### src/rtl/tlb_xlate.sv
module tlb_xlate #(
  parameter int VA_W = 32,
  parameter int PPN_W = 8,
  parameter int PT_DEPTH = 16,
  parameter bit SET_ASSOC = 1'b0
) (
  input  logic                        clk,
  input  logic                        rst_n,
  input  logic                        req_valid,
  input  logic [VA_W-1:0]             req_vaddr,
  output logic                        req_ready,
  output logic                        rsp_valid,
  output logic [1:0]                  rsp_code,
  output logic [PPN_W+11:0]           rsp_paddr,
  input  logic                        pt_we,
  input  logic [$clog2(PT_DEPTH)-1:0] pt_idx,
  input  logic                        pt_valid,
  input  logic [PPN_W-1:0]            pt_ppn,
  input  logic                        init_we,
  input  logic [1:0]                  init_entry,
  input  logic                        init_valid,
  input  logic [VA_W-13:0]            init_tag,
  input  logic [PPN_W-1:0]            init_ppn,
  input  logic [1:0]                  init_rank
);
  localparam int VPN_W = VA_W - 12;
  localparam int PT_IW = $clog2(PT_DEPTH);

  logic [3:0]       e_v;
  logic [VPN_W-1:0] e_tag  [4];
  logic [PPN_W-1:0] e_ppn  [4];
  logic [1:0]       e_rank [4];
  logic [1:0]       set_lru;
  logic             pt_v   [PT_DEPTH];
  logic [PPN_W-1:0] pt_p   [PT_DEPTH];
  logic             pend;
  logic [VPN_W-1:0] p_vpn;
  logic [11:0]      p_off;

  wire [VPN_W-1:0] vpn = req_vaddr[VA_W-1:12];
  wire [VPN_W-1:0] cmp_tag = SET_ASSOC ? {1'b0, vpn[VPN_W-1:1]} : vpn;
  wire [VPN_W-1:0] p_tag = SET_ASSOC ? {1'b0, p_vpn[VPN_W-1:1]} : p_vpn;

  logic [3:0] hit_vec;
  for (genvar i = 0; i < 4; i++) begin : g_cmp
    assign hit_vec[i] = e_v[i] && (e_tag[i] == cmp_tag) &&
                        ((SET_ASSOC == 1'b0) || (vpn[0] == 1'(i / 2)));
  end

  logic [1:0] hit_idx, fa_vic;
  always_comb begin
    hit_idx = 2'd0;
    for (int i = 3; i >= 0; i--) if (hit_vec[i]) hit_idx = 2'(i);
    fa_vic = 2'd0;
    for (int i = 0; i < 4; i++) if (e_rank[i] == 2'd3) fa_vic = 2'(i);
  end

  wire any_hit = |hit_vec;
  assign req_ready = !pend && !init_we;
  wire accept = req_valid && req_ready;
  wire in_range = p_vpn < VPN_W'(PT_DEPTH);
  wire pt_hit = in_range && pt_v[p_vpn[PT_IW-1:0]];
  wire [PPN_W-1:0] pt_ppn_rd = pt_p[p_vpn[PT_IW-1:0]];
  wire [1:0] victim = SET_ASSOC ? {p_vpn[0], set_lru[p_vpn[0]]} : fa_vic;
  wire touch_en = (accept && any_hit) || (pend && pt_hit);
  wire [1:0] touch_idx = pend ? victim : hit_idx;

  always_ff @(posedge clk) begin
    if (!rst_n) begin
      e_v       <= '0;
      set_lru   <= 2'b11;
      pend      <= 1'b0;
      p_vpn     <= '0;
      p_off     <= '0;
      rsp_valid <= 1'b0;
      rsp_code  <= 2'b00;
      rsp_paddr <= '0;
      for (int j = 0; j < 4; j++) begin
        e_tag[j]  <= '0;
        e_ppn[j]  <= '0;
        e_rank[j] <= 2'(j);
      end
      for (int j = 0; j < PT_DEPTH; j++) begin
        pt_v[j] <= 1'b0;
        pt_p[j] <= '0;
      end
    end else begin
      rsp_valid <= 1'b0;
      if (pt_we) begin
        pt_v[pt_idx] <= pt_valid;
        pt_p[pt_idx] <= pt_ppn;
      end
      if (accept && any_hit) begin
        rsp_valid <= 1'b1;
        rsp_code  <= 2'b00;
        rsp_paddr <= {e_ppn[hit_idx], req_vaddr[11:0]};
      end else if (accept) begin
        pend  <= 1'b1;
        p_vpn <= vpn;
        p_off <= req_vaddr[11:0];
      end
      if (pend) begin
        pend      <= 1'b0;
        rsp_valid <= 1'b1;
        if (pt_hit) begin
          rsp_code          <= 2'b01;
          rsp_paddr         <= {pt_ppn_rd, p_off};
          e_v[victim]       <= 1'b1;
          e_tag[victim]     <= p_tag;
          e_ppn[victim]     <= pt_ppn_rd;
        end else begin
          rsp_code  <= 2'b10;
          rsp_paddr <= '0;
        end
      end
      if (touch_en) begin
        if (SET_ASSOC) set_lru[touch_idx[1]] <= ~touch_idx[0];
        else begin
          for (int j = 0; j < 4; j++)
            if (e_rank[j] < e_rank[touch_idx]) e_rank[j] <= e_rank[j] + 2'd1;
          e_rank[touch_idx] <= 2'd0;
        end
      end
      if (init_we) begin
        e_v[init_entry]   <= init_valid;
        e_tag[init_entry] <= init_tag;
        e_ppn[init_entry] <= init_ppn;
        if (SET_ASSOC)
          set_lru[init_entry[1]] <= (init_rank != 2'd0) ? init_entry[0] : ~init_entry[0];
        else
          e_rank[init_entry] <= init_rank;
      end
    end
  end

  a_r1_code_legal: assert property (@(posedge clk) disable iff (!rst_n)
    rsp_valid |-> rsp_code != 2'b11);
  a_r2_hit_next: assert property (@(posedge clk) disable iff (!rst_n)
    (accept && any_hit) |=> (rsp_valid && rsp_code == 2'b00));
  a_r3_miss_gap: assert property (@(posedge clk) disable iff (!rst_n)
    (accept && !any_hit) |=> (!rsp_valid && !req_ready));
  a_r3_miss_resp: assert property (@(posedge clk) disable iff (!rst_n)
    (accept && !any_hit) |=> ##1 (rsp_valid && rsp_code != 2'b00));
  a_r4_fault_keeps: assert property (@(posedge clk) disable iff (!rst_n)
    (pend && !pt_hit && !init_we) |=> ($stable(e_v) && $stable(set_lru)));
  a_r5_offset: assert property (@(posedge clk) disable iff (!rst_n)
    (accept && any_hit) |=> rsp_paddr[11:0] == $past(req_vaddr[11:0]));
endmodule

### config.mk
export PLATFORM = sky130hd
export DESIGN_NAME = tlb_xlate
export DESIGN_NICKNAME = d
export VERILOG_FILES = /design/src/rtl/tlb_xlate.sv
export SDC_FILE = /design/constraint.sdc
export NUM_CORES = 1
export LEC_CHECK = 0
export BUFFER_PORTS_ARGS = -buffer_cell sky130_fd_sc_hd__buf_2
export CAP_MARGIN = 20
export CORE_ASPECT_RATIO = 1.25
export CORE_MARGIN = 8
export CORE_UTILIZATION = 50
export CTS_BUF_LIST = sky130_fd_sc_hd__clkbuf_16
export CTS_CLUSTER_DIAMETER = 120
export CTS_CLUSTER_SIZE = 10
export DETAILED_ROUTE_END_ITERATION = 10
export PLACE_DENSITY = 0.68
export SYNTH_ARGS = -nofsm -noshare
export SYNTH_HDL_FRONTEND = slang
export SYNTH_SLANG_ARGS = --single-unit
### constraint.sdc
create_clock -name clk -period 4.05 [get_ports clk]
set_input_delay 1.0125 -clock clk [delete_from_list [all_inputs] [get_ports clk]]
set_output_delay 1.0125 -clock clk [all_outputs]
set_load 0.02 [all_outputs]
# Yosys cells after proc, flatten, opt, wreduce, memory -nomap -nowiden
# Memories as Yosys holds them, arrays and structs flattened. A register that Yosys moved wholly into a read port is not among the register bits.
# Index checks and enable logic that the tools add are counted.
# classes
n_eq_ne	7
n_addsub	4
n_lt_le_gt_ge	9
shifts	0
muxes	82
bitwise	7
reduce_logical	24
div	0
n_mul	0
# op_table
operator	n
$mux W20	5
$eq A20 B20 Y1	4
$mux W1	43
$mux W4	10
$reduce_or A20 Y1	2
$mux W2	18
$mux W8	3
$reduce_or A8 Y1	3
$lt A20 B5 Y1 const B	1
$logic_and A1 B1 Y1	11
$add A2 B1 Y2 const B	4
$lt A2 B2 Y1	4
$eq A2 B2 Y1 const B	3
$lt A2 B3 Y1 const B	2
$bwmux W4	1
$demux W1 S2	2
$ge A2 B1 Y1 const B	2
$or A1 B1 Y1	4
$or A4 B4 Y4	1
$reduce_or A4 Y1	1
$reduce_or A3 Y1	1
$logic_not A1 Y1	2
$not A1 Y1	2
$reduce_and A2 Y1	1
3 further kinds	3
# totals
memories	5
inputBits	83
ram_bits	264
word_cells	145
latchBits	0
ff_bits	60
out_inout_bits	24
rom_bits	0
# mem_list
name	words	word_bits	rd	rd_ports_with_merged_regs	wr	line_no	text
pt_p	16	8	1	1	16	35	logic [PPN_W-1:0] pt_p [PT_DEPTH];
e_tag	4	20	4	0	4	30	logic [VPN_W-1:0] e_tag [4];
e_ppn	4	8	1	0	4	31	logic [PPN_W-1:0] e_ppn [4];
pt_v	16	1	1	1	16	34	logic pt_v [PT_DEPTH];
e_rank	4	2	5	0	6	32	logic [1:0] e_rank [4];

# Depth between registers and ports, before layout
# An unclocked memory read counts as a cell.
# depth
ltp_word	15
depth_mapped	13
ltp_nobuf	11

# Worst setup path before layout
# Ideal clock, no wire load.
# synth_timing
kind	input to register
start	in req_vaddr[22]
end	mem e_rank[2][0], data pin
required_ns	3.794
stages	12
arrival_ns	3.518
n_path_buf	2
setup_time_ns	0.256
slack_ns	0.275
cell_sequence	buf_4 -> xor2_1 -> or4_4 -> nor2_1 -> and3_4 -> o211ai_4 -> mux2_1 -> a222oi_1 -> buf_4 -> a21o_1 -> a21bo_1 -> a22o_1
# synth_rtl
item	line_no	text
start, declared	10	input logic [VA_W-1:0] req_vaddr,
end, declared	32	

==> results.md <==
- Status: finished, final reports clean
- Yosys cell types: 70
- Final Max Tran Viols: 0
- Synth top area share: between 40 and 50%
- Syn Inst Count: between 1000 and 1500
- Slew headroom: 31.05%
- Clock transition at path regs: around 60 ps
- PortBufs: around 110
- DRC errors left: 0
- Die height: 216.4 um
- Endpoints failing hold: 0
- Initial core utilization: between 50% and 60%
- CTS Hold Buffers Added: 0
- Asr flop ratio synth: 0%
- Max-Cap Viols: 0
- Die area: roughly 0.038 mm2
- CTS tree: built
- Finished Core Util: between 50% and 60%
- Core Box Area: 0.03169 mm2
- Max Clk Rate: about 260 MHz
- Initial antenna violation count: 2
- Worst setup EP type: flip-flop
- Total Wirelength: approximately 44000 um
- Finished Layout Cells: about 1900
- Seq. cell area: between 0.009 and 0.01 mm2
- Warnings from Yosys: 0
- Worst skew pair latency: about 520 ps
- GRT Util Overall: between 20% and 30%
- Starting DRT DRC Count: a little over 800
- Sequential share of the synthesized area: approximately 56%
- Worst setup SP type: input pin
- Fin crit period: between 3000 and 4000 ps
- Final Cell Area: between 0.015 and 0.02 mm2
- Nets: between 1500 and 2000
- Slew at the pin with the worst max-slew slack: around 1000 ps
- CP max FO: 6
- Top post-synthesis cells by area: edfxtp_1 (46%), dfxtp_1 (10%), and2_1 (7.5%), mux4_2 (6.3%), o21ai_0 (3.6%)
- Root Driver: clkbuf_16
- H-tree levels: 2
- Leak pwr: roughly 6.7 nW
- # IOs: approximately 110
- Prevailing post-synth register cell: edfxtp_1
- Via count: between 10000 and 15000
- Setup-violating endpoint count in the final report: 0
- CTS resizes: 0
- Final weighted congestion in routability-driven placement: between 0.9 and 1
- Met3 WL post-DR: between 2000 and 2500 um
- Remaining global-route overflow: 0
- Critical Path AT: around 4000 ps
- Post-DR wirelength/cell: 23.00 um
- Top Layer Used: met5
- Vias/cell: just under 6
- Mapped Area: around 0.016 mm2
- Avg Inst Size Synth: between 10 and 15 um2
- PwrDens: roughly 420 mW/mm2
- Drt pass-1 iters: 5
- Met2 WL: ~24000 um
- Most common cell after layout, fill and taps aside: edfxtp_1
- Post-CTS Setup Inserts: 0
- Net Count, Synth: 1442
- DRT antenna net count: 0
- Die width: about 180 um
- Clock Skew: 25.10 ps
- Post-DP HPWL: between 30000 and 40000 um
- Cell Area, Placed: 0.01737 mm2
- CP Class: in -> reg
- Most frequent cells in the layout: edfxtp_1 (248), and2_1 (192), nand2_1 (141)
- RSZ-0062 raised after global routing: false
- # rows: 73
- First-pass GRT wire length: 67900 um
- Fin crit share: between 90% and 100%
- Worst R2R Start: e_tag[2][8]
- Fill cells: 2640
- Area growth, synth to finish: 14.92%
- Dpl cells: 1865
- Post-synth top area cell: edfxtp_1
- Worst Hold Class: reg -> reg
- CTS buffer count: 38
- Number of global-route vias before repair: roughly 12000
- FF+latch count, synth: 328
- Largest net degree at the start of global routing: 110
- Met1 WL: around 16000 um
- CTS sink cnt: approximately 330
- Area of the multi-input gates: 0.006541 mm2
- CTS Buffer Depth: 3
- Share of post-route cells with drive strength above 1: around a fifth
- Crit path launch: req_vaddr[18]
- Maximum vdd drop: about 0.4 mV
- Hold path start: pt_v[10]
- Req. time, crit path: between 4000 and 5000 ps
- Post-synth EDFFs: 248
-- layout make-up --
type	count	area share (%)
tap	412	2.792
clock buffer	39	5.286
inverter	11	0.2237
clock inverter	29	0.6167
sequential	328	49.02
antenna	1	0.01355
timing repair buffer	191	6.615
multi-input combinational	923	35.43
-- Yosys cell counts, drive strengths merged (3+ instances only) --
cell type,n
mux2i,53
a31oi,4
dfxtp,80
buf,28
nor3,10
or3,10
nand2,141
o311a,7
o41ai,3
clkbuf,66
mux4,45
o211ai,5
nand3,27
nand4,27
o21ai,119
a41oi,3
xnor2,65
edfxtp,248
a211oi,3
nor4,12
nor2,37
and2,193
and3,19
ha,3
a21boi,7
a21o,4
or4,7
nand2b,6
nor2b,39
a21oi,26
xor2,15
and4,3
or2,3
inv,11
-- layer usage --
| metal | vias up | GRT usage [%] |
|---|---|---|
| met5 | - | 0 |
| met2 | 411 | 42.30 |
| met4 | 2 | 13.56 |
| met1 | 5487 | 24.83 |
| li1 | 5187 | - |
| met3 | 129 | 4.070 |
-- final timing paths --
check	to	slack [ps]	cells past startpoint
min reg2reg	pt_v[10]	460	2
max	e_rank[1][1]	230	12
max reg2reg	e_rank[1][1]	520	10
min	pt_v[10]	460	2
-- kinds of logic (layout without fill, tap and decap cells) --
family          Yosys count  after routing  share of synthesized area (%)
flops                   328            328                          56.33
compound gates          196            196                          7.283
simple gates            544            544                          18.48
xor+xnor                 80             80                          4.829
buf+inv                 105            270                          3.100
fa+ha+maj                 4              4                         0.2960
other cells               0              1                              0
mux                      99             99                          9.681
-- report_power, final --
| part | switching (W) | internal (W) | total [W] |
|---|---|---|---|
| Combinational | 0.000482 | 0.000335 | 0.000817 |
| Clock | 0.00130 | 0.00173 | 0.00303 |
| Sequential | 0.0000939 | 0.00381 | 0.00391 |
| Total | 0.00188 | 0.00587 | 0.00775 |
-- critical path, cell delays in order --
cell	delay, ps
buf_2	160
xnor2_1	370
nand4_1	140
nor4_1	420
nand4_1	260
buf_4	220
a41oi_1	210
o21ai_0	180
a41o_1	310
a21o_1	220
o22a_1	210
o21ai_0	280
-- state kept, by name (all words and copies together) (netlist names), named ones only --
signal	cells
e_tag	80
pt_p	128
p_tag	20
rsp_paddr	20
e_ppn	32
rsp_code	2
pend	1
e_v	4
rsp_valid	1
pt_v	16
p_off	12
e_rank	8
-- stage by stage --
stage / setup slack [ps] / total power, W / hold WS [ps] / TNS (ps)
floorplan: 275.3 / 0.004425 / 432.8 / 0
global placement: -221.5 / 0.004770 / 441.3 / -2179
detailed placement: -267.3 / 0.004787 / 445.1 / -2407
CTS: 262.5 / 0.007811 / 458.1 / 0
global route: 72.58 / 0.008027 / 473.4 / 0
finish: 233.5 / 0.007752 / 456.4 / 0
Power figures use the tool's default switching activity.
